$ cat src/rtl/bfx_pkg.sv
package bfx_pkg;
  localparam int unsigned DATA_W = 32;
  localparam int unsigned IDX_W  = 3;

  // Strobes from decode to datapath
  typedef struct packed {
    logic legal;
    logic widFromReg;
    logic ofsFromReg;
    logic signExt;
  } bfx_ctrl_t;
endpackage

$ cat src/rtl/bfx_ctrl.sv
module bfx_ctrl
  import bfx_pkg::*;
(
  input  logic [15:0]      opWord,
  input  logic [15:0]      extWord,
  output logic [IDX_W-1:0] srcAddr,
  output logic [IDX_W-1:0] widAddr,
  output logic [IDX_W-1:0] ofsAddr,
  output logic [IDX_W-1:0] dstSel,
  output bfx_ctrl_t        ctrl
);
  localparam logic [15:0] MATCH_MASK = 16'hFDF8;
  localparam logic [15:0] MATCH_VAL  = 16'hE9C0;

  always_comb begin
    ctrl.legal      = (opWord & MATCH_MASK) == MATCH_VAL;
    ctrl.widFromReg = extWord[5];
    ctrl.ofsFromReg = extWord[11];
    ctrl.signExt    = opWord[9];
    srcAddr = opWord[2:0];
    widAddr = extWord[2:0];
    ofsAddr = extWord[8:6];
    dstSel  = extWord[14:12];
  end
endmodule

$ cat src/rtl/bfx_datapath.sv
module bfx_datapath
  import bfx_pkg::*;
#(
  parameter int unsigned DW = DATA_W
) (
  input  logic             clk,
  input  logic             rstN,
  input  logic             inValid,
  input  bfx_ctrl_t        ctrl,
  input  logic [4:0]       immWid,
  input  logic [4:0]       immOfs,
  input  logic [IDX_W-1:0] dstSel,
  input  logic [DW-1:0]    srcData,
  input  logic [DW-1:0]    widData,
  input  logic [DW-1:0]    ofsData,
  output logic             outValid,
  output logic             wrEn,
  output logic             illegal,
  output logic [IDX_W-1:0] dstIdx,
  output logic [DW-1:0]    result,
  output logic             flagN,
  output logic             flagZ,
  output logic             flagV,
  output logic             flagC
);
  localparam int unsigned LW = $clog2(DW);

  logic [LW-1:0]   widCode, ofsAmt;
  logic [LW:0]     fieldLen, shAmt;
  logic [2*DW-1:0] dbl;
  logic [DW-1:0]   rotated, zeroField, signField;

  always_comb begin
    widCode  = ctrl.widFromReg ? widData[LW-1:0] : immWid[LW-1:0];
    ofsAmt   = ctrl.ofsFromReg ? ofsData[LW-1:0] : immOfs[LW-1:0];
    fieldLen = (widCode == '0) ? (LW+1)'(DW) : {1'b0, widCode};
    shAmt    = (LW+1)'(DW) - fieldLen;
    dbl      = {srcData, srcData} << ofsAmt;
    rotated  = dbl[2*DW-1:DW];
    zeroField = rotated >> shAmt;
    signField = DW'($signed(rotated) >>> shAmt);
  end

  always_ff @(posedge clk) begin
    if (!rstN) begin
      outValid <= 1'b0;
      wrEn     <= 1'b0;
      illegal  <= 1'b0;
      dstIdx   <= '0;
      result   <= '0;
      flagN    <= 1'b0;
      flagZ    <= 1'b0;
      flagV    <= 1'b0;
      flagC    <= 1'b0;
    end else begin
      outValid <= inValid;
      wrEn     <= inValid & ctrl.legal;
      illegal  <= inValid & ~ctrl.legal;
      if (inValid) dstIdx <= dstSel;
      if (inValid && ctrl.legal) begin
        result <= ctrl.signExt ? signField : zeroField;
        flagN  <= rotated[DW-1];
        flagZ  <= (zeroField == '0);
        flagV  <= 1'b0;
        flagC  <= 1'b0;
      end
    end
  end
endmodule

$ cat src/rtl/bfx_unit.sv
module bfx_unit
  import bfx_pkg::*;
(
  input  logic        clk,
  input  logic        rstN,
  input  logic        inValid,
  input  logic [15:0] opWord,
  input  logic [15:0] extWord,
  output logic [2:0]  srcAddr,
  output logic [2:0]  widAddr,
  output logic [2:0]  ofsAddr,
  input  logic [31:0] srcData,
  input  logic [31:0] widData,
  input  logic [31:0] ofsData,
  output logic        outValid,
  output logic        wrEn,
  output logic        illegal,
  output logic [2:0]  dstIdx,
  output logic [31:0] result,
  output logic        flagN,
  output logic        flagZ,
  output logic        flagV,
  output logic        flagC
);
  bfx_ctrl_t ctrl;
  logic [IDX_W-1:0] dstSel;

  bfx_ctrl uCtrl (
    .opWord(opWord), .extWord(extWord),
    .srcAddr(srcAddr), .widAddr(widAddr), .ofsAddr(ofsAddr),
    .dstSel(dstSel), .ctrl(ctrl)
  );

  bfx_datapath #(.DW(DATA_W)) uDp (
    .clk(clk), .rstN(rstN), .inValid(inValid), .ctrl(ctrl),
    .immWid(extWord[4:0]), .immOfs(extWord[10:6]), .dstSel(dstSel),
    .srcData(srcData), .widData(widData), .ofsData(ofsData),
    .outValid(outValid), .wrEn(wrEn), .illegal(illegal), .dstIdx(dstIdx),
    .result(result), .flagN(flagN), .flagZ(flagZ), .flagV(flagV), .flagC(flagC)
  );
endmodule

$ cat config.mk
export PLATFORM = sky130hd
export DESIGN_NAME = bfx_unit
export DESIGN_NICKNAME = d
export VERILOG_FILES = /design/src/rtl/bfx_pkg.sv /design/src/rtl/bfx_ctrl.sv /design/src/rtl/bfx_datapath.sv /design/src/rtl/bfx_unit.sv
export SDC_FILE = /design/constraint.sdc
export NUM_CORES = 1
export LEC_CHECK = 0
export ABC_AREA = 1
export BUFFER_PORTS_ARGS = -buffer_cell sky130_fd_sc_hd__buf_2
export CORE_MARGIN = 2
export CORE_UTILIZATION = 40
export CTS_BUF_LIST = sky130_fd_sc_hd__clkbuf_4
export DETAILED_ROUTE_END_ITERATION = 7
export MAX_ROUTING_LAYER = met4
export PLACE_DENSITY_LB_ADDON = 0.2
export SYNTH_ARGS = -nofsm -noshare
export SYNTH_HDL_FRONTEND = slang
export SYNTH_SLANG_ARGS = --single-unit
$ cat constraint.sdc
create_clock -name clk -period 8.9 [get_ports clk]
set_input_delay 0.89 -clock clk [delete_from_list [all_inputs] [get_ports clk]]
set_output_delay 0.89 -clock clk [all_outputs]
set_load 0.05 [all_outputs]
== Word level (Yosys, flattened, before mapping) ==
Index checks and enable logic that the tools add are counted.

* Bits in registers: 40
* Bits in latches: 0
* Bits in writable memories: 0
* ROM bits: 0
* Output and inout bits: 51
* Logic and storage cells: 22
* Memories kept: 0

* Add/sub/neg operators: 1
* $mul: 0
* Div/mod/pow operators: 0
* Order comparisons: 0
* Eq/ne operators: 1
* Shifts and indexed selects: 3
* Mux-type cells: 4
* Bitwise gates (word level): 3
* Reduce and logical (&&, ||, !) cells: 3

{| class="wikitable"
|+ Operators with widths
! operator !! count
|-
| 64-bit by 5-bit left shift with 64-bit output || 1
|-
| 32-bit logical NOT || 1
|-
| 32-bit two-way mux || 1
|-
| 32-bit by 6-bit >> shifter with 32-bit output || 1
|-
| 32-bit by 6-bit >>> shifter with 32-bit output || 1
|-
| 12-bit == test (second input constant) || 1
|-
| 5-bit two-way mux || 2
|-
| 6-bit two-way mux || 1
|-
| 6-bit subtractor (first input constant) || 1
|-
| 5-bit logical NOT || 1
|-
| 1-bit bitwise AND || 2
|-
| 1-bit logical AND || 1
|-
| 1-bit NOT || 1
|}

== Depth between registers and ports, before layout ==
Gate-level depths: netlist (run 1).

* Depth after elaboration: 6
* Mapped depth: 28
* Gate-level depth less buffers: 26

== Modules after synthesis ==
From an unflattened synthesis (run 1), not the netlist that was laid out.

* Cells, all modules: 1,274
* Area, all modules: 6,683.9 µm²

{| class="wikitable"
|+ Modules (own cells, without submodules)
! module !! times used !! cells an instance !! area each (µm²)
|-
| bfx_datapath || 1 || 1,245 || 6,513.7
|-
| bfx_ctrl || 1 || 29 || 170.2
|}

== Worst setup path before layout (run 1) ==
OpenSTA, ideal clock, no wires.

* Kind: in2reg
* Start point: in extWord[5]
* End point: reg uDp.flagZ
* Arrival: 3.391 ns
* Data required time: 8.785 ns
* Setup slack: 5.394 ns
* Stages: 24
* Buffers on the path: 3
* Path through: buf_4 mux2i_1 ha_1 inv_1 nor2_1 nand2_1 nor2_4 nor2_4 inv_2 buf_4 buf_2 nand3_1 nand3_1 nand3_1 nand3_1 nand2_1 nand2_1 nand3_1 nand2_1 nor2_1 nand2_1 nor2_1 nand2_1 a21oi_2

* Cells in the longest elaborated chain, start to end: 6

{| class="wikitable"
|+ Ends and longest elaborated chain
! item !! line !! RTL
|-
| from (decl) || bfx_unit.sv:8 || <nowiki>input logic [15:0] extWord,</nowiki>
|-
| 5-bit two-way mux * || bfx_datapath.sv:34 || <nowiki>widCode = ctrl.widFromReg ? widData[LW-1:0] : immWid[LW-1:0];</nowiki>
|-
| 5-bit logical NOT || bfx_datapath.sv:36 || <nowiki>fieldLen = (widCode == '0) ? (LW+1)'(DW) : {1'b0, widCode};</nowiki>
|-
| 6-bit two-way mux * || bfx_datapath.sv:36 ||
|-
| 6-bit subtractor * || bfx_datapath.sv:37 || <nowiki>shAmt = (LW+1)'(DW) - fieldLen;</nowiki>
|-
| 32-bit by 6-bit >> shifter with 32-bit output * || bfx_datapath.sv:40 || <nowiki>zeroField = rotated >> shAmt;</nowiki>
|-
| 32-bit logical NOT * || bfx_datapath.sv:63 || <nowiki>flagZ <= (zeroField == '0);</nowiki>
|-
| to (signal assigned) || bfx_datapath.sv:63 ||
|-
| to (decl) || bfx_datapath.sv:22 || <nowiki>output logic flagZ,</nowiki>
|}

Mark *: on every way between the ends. The rest lies on a longest branch, timed or not.
A chain may end at the register's enable or synchronous reset.

== Worst setup path in the final report (run 1) ==
* Start point: in extWord[5]
* End point: reg uDp.result[14]

* Cells in the longest elaborated chain, start to end: 6
* Elaborated cells on any way between the ends: 7
* Classes of those cells: 1 x add/sub; 2 x shift; 3 x mux; 1 x reduce/logical

{| class="wikitable"
|+ Ends and longest elaborated chain
! item !! line !! RTL
|-
| 5-bit two-way mux * || bfx_datapath.sv:34 ||
|-
| 5-bit logical NOT || bfx_datapath.sv:36 ||
|-
| 6-bit two-way mux * || bfx_datapath.sv:36 ||
|-
| 6-bit subtractor * || bfx_datapath.sv:37 ||
|-
| 32-bit by 6-bit >> shifter with 32-bit output / 32-bit by 6-bit >>> shifter with 32-bit output (equally long branches) || bfx_datapath.sv:40, bfx_datapath.sv:41 ||
|-
| 32-bit two-way mux * || bfx_datapath.sv:61 || <nowiki>result <= ctrl.signExt ? signField : zeroField;</nowiki>
|-
| to (signal assigned) || bfx_datapath.sv:61 ||
|-
| to (decl) || bfx_datapath.sv:20 || <nowiki>output logic [DW-1:0] result,</nowiki>
|}

Marked as above.

==> impl_metrics.tcl, run 1 <==
set metrics [dict create \
    status "finished, final reports clean" \
    drt_iter0_drc 1137 \
    io_buffers 118 \
    synth_edf_count 0 \
    power_leakage_uw 0.00372 \
    routed_wl_um 26400 \
    antenna_found_initial 1 \
    max_cap_viol_count 0 \
    multi_input_area_sq_um 5080 \
    start_util 0.407 \
    max_stage_delay_ns 1.12 \
    yosys_warnings 0 \
    crit_arrival_ns 5.48 \
    fin_crit_sh 0.581 \
    hold_viol_final 0 \
    setup_ws_ns 3.73 \
    yosysMostFrequentCell "nand3_1" \
    ys_seq_area_frac 0.119 \
    dieArea_sq_um 17900 \
    clock-skew-final_ns 0 \
    clk_pin_slew_ns 0.13 \
    max_slew.worst_pin.slew_ns 1.15 \
    grt_pass1_wl_um 41500 \
    p_per_area_nw_per_um2 137 \
    synth_area_leaders "nand3_1 (37%), nand2_1 (18%), dfxtp_1 (12%)" \
    place_ws_ns 3.45 \
    cts_resized 0 \
    crit_fanout 38 \
    vias 8924 \
    first_pass_iters 5 \
    wl_per_cell_um 17.4 \
    setup_viol 0 \
    synthFlopType "dfxtp_1" \
    tns_ns 0 \
    rsz0062_at_grt "no" \
    cp-end-kind "flip-flop" \
    r2r_setup_slack_ns 8.19 \
    ant_nets 0 \
    layout.cells.non_filler 1513 \
    synth_top_area_share 0.373 \
    dieHeight_um 134 \
    track_usage 0.298 \
    core_area_sq_um 16500 \
    netlist_top_cells_count "nand3_1 (501), nand2_1 (315), inv_1 (67)" \
    die_x_um 134 \
    overflow 0 \
    timing.setup.critical_path_class "in2reg" \
    cp_slowest_cell "o21ai_1" \
    crit_chain "buf_2, mux2i_1, ha_1, inv_1, nor2_1, nand2_1, nor2_4, nor2_4, inv_2, o211ai_4, nor2_1, nand3_1, o21ai_1, inv_1, o211ai_1, o211ai_1, inv_1" \
    regArea_sq_um 801 \
    dp_cells 1504 \
    layout.nets 1423 \
    syn_to_final_growth_pct 7.16 \
    synthCells 1252 \
    cp_common_cell "inv_1" \
    clock_sinks 40 \
    synth.distinct_cells 49 \
    hold_buffers 0 \
    grt_pass1_vias 8058 \
    async_flop_share 0 \
    period_minus_slack_ns 5.17 \
    clock_latency_ns 0.36 \
    place.gp.congestion 1.00 \
    numCtsBuffers 5 \
    cts_max_level 2 \
    drcViolationCount 0 \
    holdPathEnd "uDp.flagZ$_SDFFE_PN0P_" \
    clockBufferDepth 2 \
    cts_root_buf "clkbuf_4" \
    critPathRequiredTime_ns 9.21 \
    slew_viol_final 0 \
    ys_seq_elements 40 \
    num_rows 47 \
    hp-class "reg2reg" \
    grt_max_degree 57 \
    drive_above_1_share 0.140 \
    hold-path-cell-count 2 \
    ff2ff_path_depth 2 \
    timing.fmax_mhz 193 \
    r2r-start "uDp.result[31]$_SDFFE_PN0P_" \
    viasPerCell 5.90 \
    cts_tree "built" \
    min-delay-start "uDp.flagZ$_SDFFE_PN0P_" \
    synth_largest_area_cell "nand3_1" \
    rr_endpoint "uDp.result[31]$_SDFFE_PN0P_" \
    ir_drop_uv 83.9 \
    startpoint_type "input pin" \
    num-fill-cells 1872 \
    top_level_ports 182 \
    syn_area_sq_um 6730 \
    post_cts_buffers 0 \
    avgSynthCellArea_sq_um 5.37 \
    relSlewSlack 0.227 \
    dpl.hpwl_um 20300 \
]
[per-layer routing]
| metal | track usage | wire [um] |
|---|---|---|
| met1 | 0.376 | 11400 |
| met2 | 0.488 | 12200 |
| met3 | 0.0358 | 1820 |
| met4 | 0.114 | 990 |
| met5 | - | 0 |
[layout make-up]
class / count / area share
clock inverter: 3 / 0.00659
antenna: 1 / 0.000347
clock buffer: 5 / 0.00521
timing repair buffer: 128 / 0.0923
sequential: 40 / 0.111
inverter: 79 / 0.0418
multi-input combinational: 1037 / 0.704
tap: 220 / 0.0382
[through the flow]
step | area [sq um] | util | hold WS [ns] | power (uW)
final | 7210 | 0.436 | 0.492 | 991
after global routing | 7210 | 0.436 | 0.517 | 1070
after CTS | 7210 | 0.436 | 0.497 | 980
after detailed placement | 7120 | 0.431 | 0.472 | 848
after global placement | 7120 | 0.431 | 0.461 | 847
after floorplan | 6730 | - | 0.688 | 697
[critical path, delay by kind of cell]
| kind | cells | cell delay [ns] |
|---|---|---|
| compound gates | 4 | 1.58 |
| simple gates | 6 | 1.34 |
| buf+inv | 5 | 1.06 |
| mux | 1 | 0.37 |
| fa+ha+maj | 1 | 0.23 |
[worst max-delay path by stage]
stage                    start                     endpoint  depth (start not counted)
global route        extWord[5]  uDp.result[13]$_SDFFE_PN0P_                         17
CTS                 extWord[5]  uDp.result[14]$_SDFFE_PN0P_                         17
global placement    extWord[5]  uDp.result[14]$_SDFFE_PN0P_                         17
finish              extWord[5]  uDp.result[14]$_SDFFE_PN0P_                         17
floorplan           extWord[5]       uDp.flagZ$_SDFFE_PN0P_                         24
detailed placement  extWord[5]  uDp.result[14]$_SDFFE_PN0P_                         17
[placed cells by master (no fill, tap or decap), types with 2 or more instances in the layout]
cell type,Yosys,layout
a211oi_1,12,12
a21oi_1,13,13
a31oi_1,3,3
buf_2,29,118
buf_4,18,10
clkbuf_4,0,5
clkinv_1,3,3
clkinv_4,0,2
conb_1,1,2
dfxtp_1,40,40
inv_1,67,67
inv_2,7,7
inv_4,2,2
mux2i_1,2,2
nand2_1,315,315
nand2_2,4,4
nand3_1,501,501
nand3_2,13,13
nand3b_1,2,2
nand4_1,8,8
nor2_1,56,53
nor2_2,1,3
nor2_4,2,3
nor4_1,4,4
o211ai_1,22,22
o21ai_0,49,49
o21ai_1,5,5
o21ai_2,2,2
o21ai_4,2,2
o221ai_1,3,3
[registers in the layout, indices dropped and copies added (netlist names)]
register / flops
uDp.flagZ: 1
uDp.result: 32
uDp.flagN: 1
uDp.illegal: 1
uDp.dstIdx: 3
uDp.outValid: 1
uDp.wrEn: 1
[cells by family (layout without fill, tap and decap cells)]
| kind of cell | after synthesis | count (layout) | synth area share |
|---|---|---|---|
| adders and majority gates | 1 | 1 | 0.00186 |
| and+or+nand+nor | 914 | 914 | 0.631 |
| AOI/OAI and AO/OA | 117 | 117 | 0.112 |
| DFF | 40 | 40 | 0.119 |
| xor gates and xnor gates | 1 | 1 | 0.00409 |
| other | 1 | 3 | 0.000557 |
| muxes | 2 | 2 | 0.00298 |
| buffers and inverters | 176 | 215 | 0.129 |
[power breakdown]
| group | leakage, uW | switching [uW] | internal (uW) |
|---|---|---|---|
| Sequential | 0.000323 | 0.575 | 180 |
| Combinational | 0.00335 | 487 | 194 |
| Clock | 0.0000454 | 68.3 | 60.0 |
| Total | 0.00372 | 556 | 435 |
No activity file was read; power rests on OpenSTA's default activity.
==> run 2: changes to the inputs <==
- ABC_AREA: 1 -> 0
- clock period: 8.9 -> 4.6 ns (I/O delays scaled with it)
==> run 2 against run 1 <==
  * Combinational power rose by 100%
  * Via count fell by 14%
  * Critical path depth fell by 2
  * Clock-buffer cell count rose by 1
  * Clock skew did not move
  * Die area fell by 12%
  * Worst hold slack got worse by 0.14 ns
  * Routed wire length fell by 10%
==> impl_metrics.tcl, run 2 <==
set metrics [dict create \
    status "finished, final reports clean" \
    cts_root_buf "clkbuf_4" \
    synthCells 881 \
    total_power_uw 1970 \
    viasPerCell 6.59 \
    timing.fmax_mhz 250 \
    synth.distinct_cells 70 \
    numCtsBuffers 5 \
    clock_sinks 40 \
    cts_resized 0 \
    avgSynthCellArea_sq_um 6.71 \
    largest_reg_flops 32 \
    place.gp.congestion 1.07 \
    syn_area_sq_um 5910 \
    netlist_top_cells_count "nand3_1 (147), a22oi_1 (91), nand2_1 (79)" \
    max_cap_viol_count 0 \
    cp_common_cell "mux2i_1" \
    start_util 0.408 \
    die_x_um 126 \
    vias 7683 \
    met1_usage 0.403 \
    clockBufferDepth 2 \
    cts_max_level 2 \
    clock-skew-final_ns 0 \
    max_stage_delay_ns 0.51 \
    top_register "uDp.result" \
    synth_edf_count 0 \
    yosys_warnings 0 \
    io_buffers 118 \
    setup_ws_ns 0.604 \
    crit_chain "buf_2, mux2i_4, buf_12, mux2i_1, a22oi_1, nand3_1, nand2_1, or2_0, mux4_2, mux2i_1, mux2i_1, a221oi_1, nand2_1, o31a_1, a31oi_1" \
    synthFlopType "dfxtp_1" \
    core_area_sq_um 14500 \
    hp-class "in2reg" \
    hold_buffers 0 \
    antenna_found_initial 0 \
    ys_seq_area_frac 0.136 \
    path_delay_family "multiplexers" \
    crit_buf_inv 2 \
    p_per_area_nw_per_um2 281 \
    timing.setup.critical_path_class "in2reg" \
    fin_crit_sh 0.869 \
    synth_largest_area_cell "dfxtp_1" \
    grt_pass1_vias 6812 \
    cp_slowest_cell "mux4_2" \
    startpoint_type "input pin" \
    power_leakage_uw 0.00291 \
    wl_per_cell_um 20.3 \
    routed_wl_um 23700 \
    cp-end-kind "flip-flop" \
    num_rows 44 \
    dpl.hpwl_um 18700 \
    reg_top3 "uDp.result: 32 flops, uDp.dstIdx: 3 flops" \
    ir_drop_uv 111 \
    dieArea_sq_um 15800 \
    top_level_ports 182 \
    tns_ns 0 \
    async_flop_share 0 \
    drive_above_1_share 0.217 \
    final_cell_mix "nand3_1 (147), buf_2 (118), a22oi_1 (91)" \
    drt_iter0_drc 974 \
    grt_most_used_layer "met2" \
    yosysMostFrequentCell "nand3_1" \
    place_ws_ns 0.306 \
    critPathRequiredTime_ns 4.89 \
    drcViolationCount 0 \
    post_cts_buffers 0 \
    dieHeight_um 126 \
    setup_viol 0 \
    num-fill-cells 1558 \
    slew_viol_final 0 \
    period_minus_slack_ns 4.00 \
    relSlewSlack 0.250 \
    clock_latency_ns 0.35 \
    cts_tree "built" \
    ant_nets 0 \
    grt_max_degree 33 \
    ys_seq_elements 40 \
    track_usage 0.296 \
    crit_arrival_ns 4.29 \
    rsz0062_at_grt "no" \
    syn_to_final_growth_pct 18.9 \
    clk_pin_slew_ns 0.13 \
    use_met3 0.0539 \
    final_common_cell "nand3_1" \
    hold_viol_final 0 \
    grt_util_met2 0.443 \
    crit_fanout 32 \
    overflow 0 \
    grt_pass1_wl_um 37400 \
    max_slew.worst_pin.slew_ns 1.12 \
    synth_area_leaders "dfxtp_1 (14%), nand3_1 (12%), a22oi_1 (12%)" \
    synth_top_area_share 0.136 \
    first_pass_iters 6 \
    layout.nets 1111 \
]
## run 2: changes by cell type in the layout (fill, tap and decap cells not counted), moves of 47 or more
cell     delta
mux2i_1    +62
nand2_1   -236
a21oi_1    +47
nand3_1   -354
inv_1      -63
a22oi_1    +91
## run 2: path summary, 6_finish.rpt
check	from	endpoint	slack [ns]	cells after the start
setup / recovery	extWord[11]	uDp.flagZ$_SDFFE_PN0P_	0.60	15
hold / removal	extWord[12]	uDp.dstIdx[0]$_SDFFE_PN0P_	0.35	3
setup reg to reg	uDp.flagZ$_SDFFE_PN0P_	uDp.flagZ$_SDFFE_PN0P_	3.83	3
hold reg to reg	uDp.result[27]$_SDFFE_PN0P_	uDp.result[27]$_SDFFE_PN0P_	0.46	2
## run 2: final cells by class
type,instances,area [sq um],area share
Antenna cell,1,2.50,0.000356
Clock buffer,6,45.0,0.00641
Clock inverter,2,35.0,0.00498
Inverter,6,22.5,0.00320
Multi-Input combinational cell,748,4760,0.678
Sequential cell,40,801,0.114
Tap cell,184,230,0.0328
Timing Repair Buffer,178,1130,0.161
## run 2: cell families (layout without fill, tap and decap cells)
| family | count (synthesis) | after routing | share of synthesized area |
|---|---|---|---|
| fa+ha+maj | 1 | 1 | 0.00212 |
| xor+xnor | 6 | 6 | 0.00889 |
| simple gates | 355 | 355 | 0.282 |
| flops | 40 | 40 | 0.136 |
| buf+inv | 94 | 192 | 0.0728 |
| mux | 75 | 75 | 0.138 |
| compound gates | 309 | 309 | 0.360 |
| other cells | 1 | 3 | 0.000635 |
## run 2: report_power, final
part           total, uW  switching (uW)  internal [uW]
Clock                237             117            120
Sequential           350            1.00            349
Combinational       1390             917            472
Total               1970            1030            940
## run 2: routing by layer
layer,wire length [um],vias to the layer above,part of all wire
met4,875,0,0.037
met1,10400,3516,0.44
met2,10200,472,0.43
met5,0,-,0
met3,2200,72,0.093
li1,-,3623,-
## run 2: per-stage QoR
step	utilization	std cells	hold slack [ns]	instance area (sq um)
global route	0.485	1164	0.331	7030
global placement	0.480	1156	0.442	6950
finish	0.485	1165	0.348	7030
CTS	0.485	1164	0.337	7030
detailed placement	0.480	1156	0.449	6950
floorplan	-	882	0.607	5910
## run 2: tightest hold or removal path, delay by kind of cell
kind / cells / cell delay [ns]
buffers and inverters: 1 / 0.08
and+or+nand+nor: 1 / 0.07
muxes: 1 / 0.06
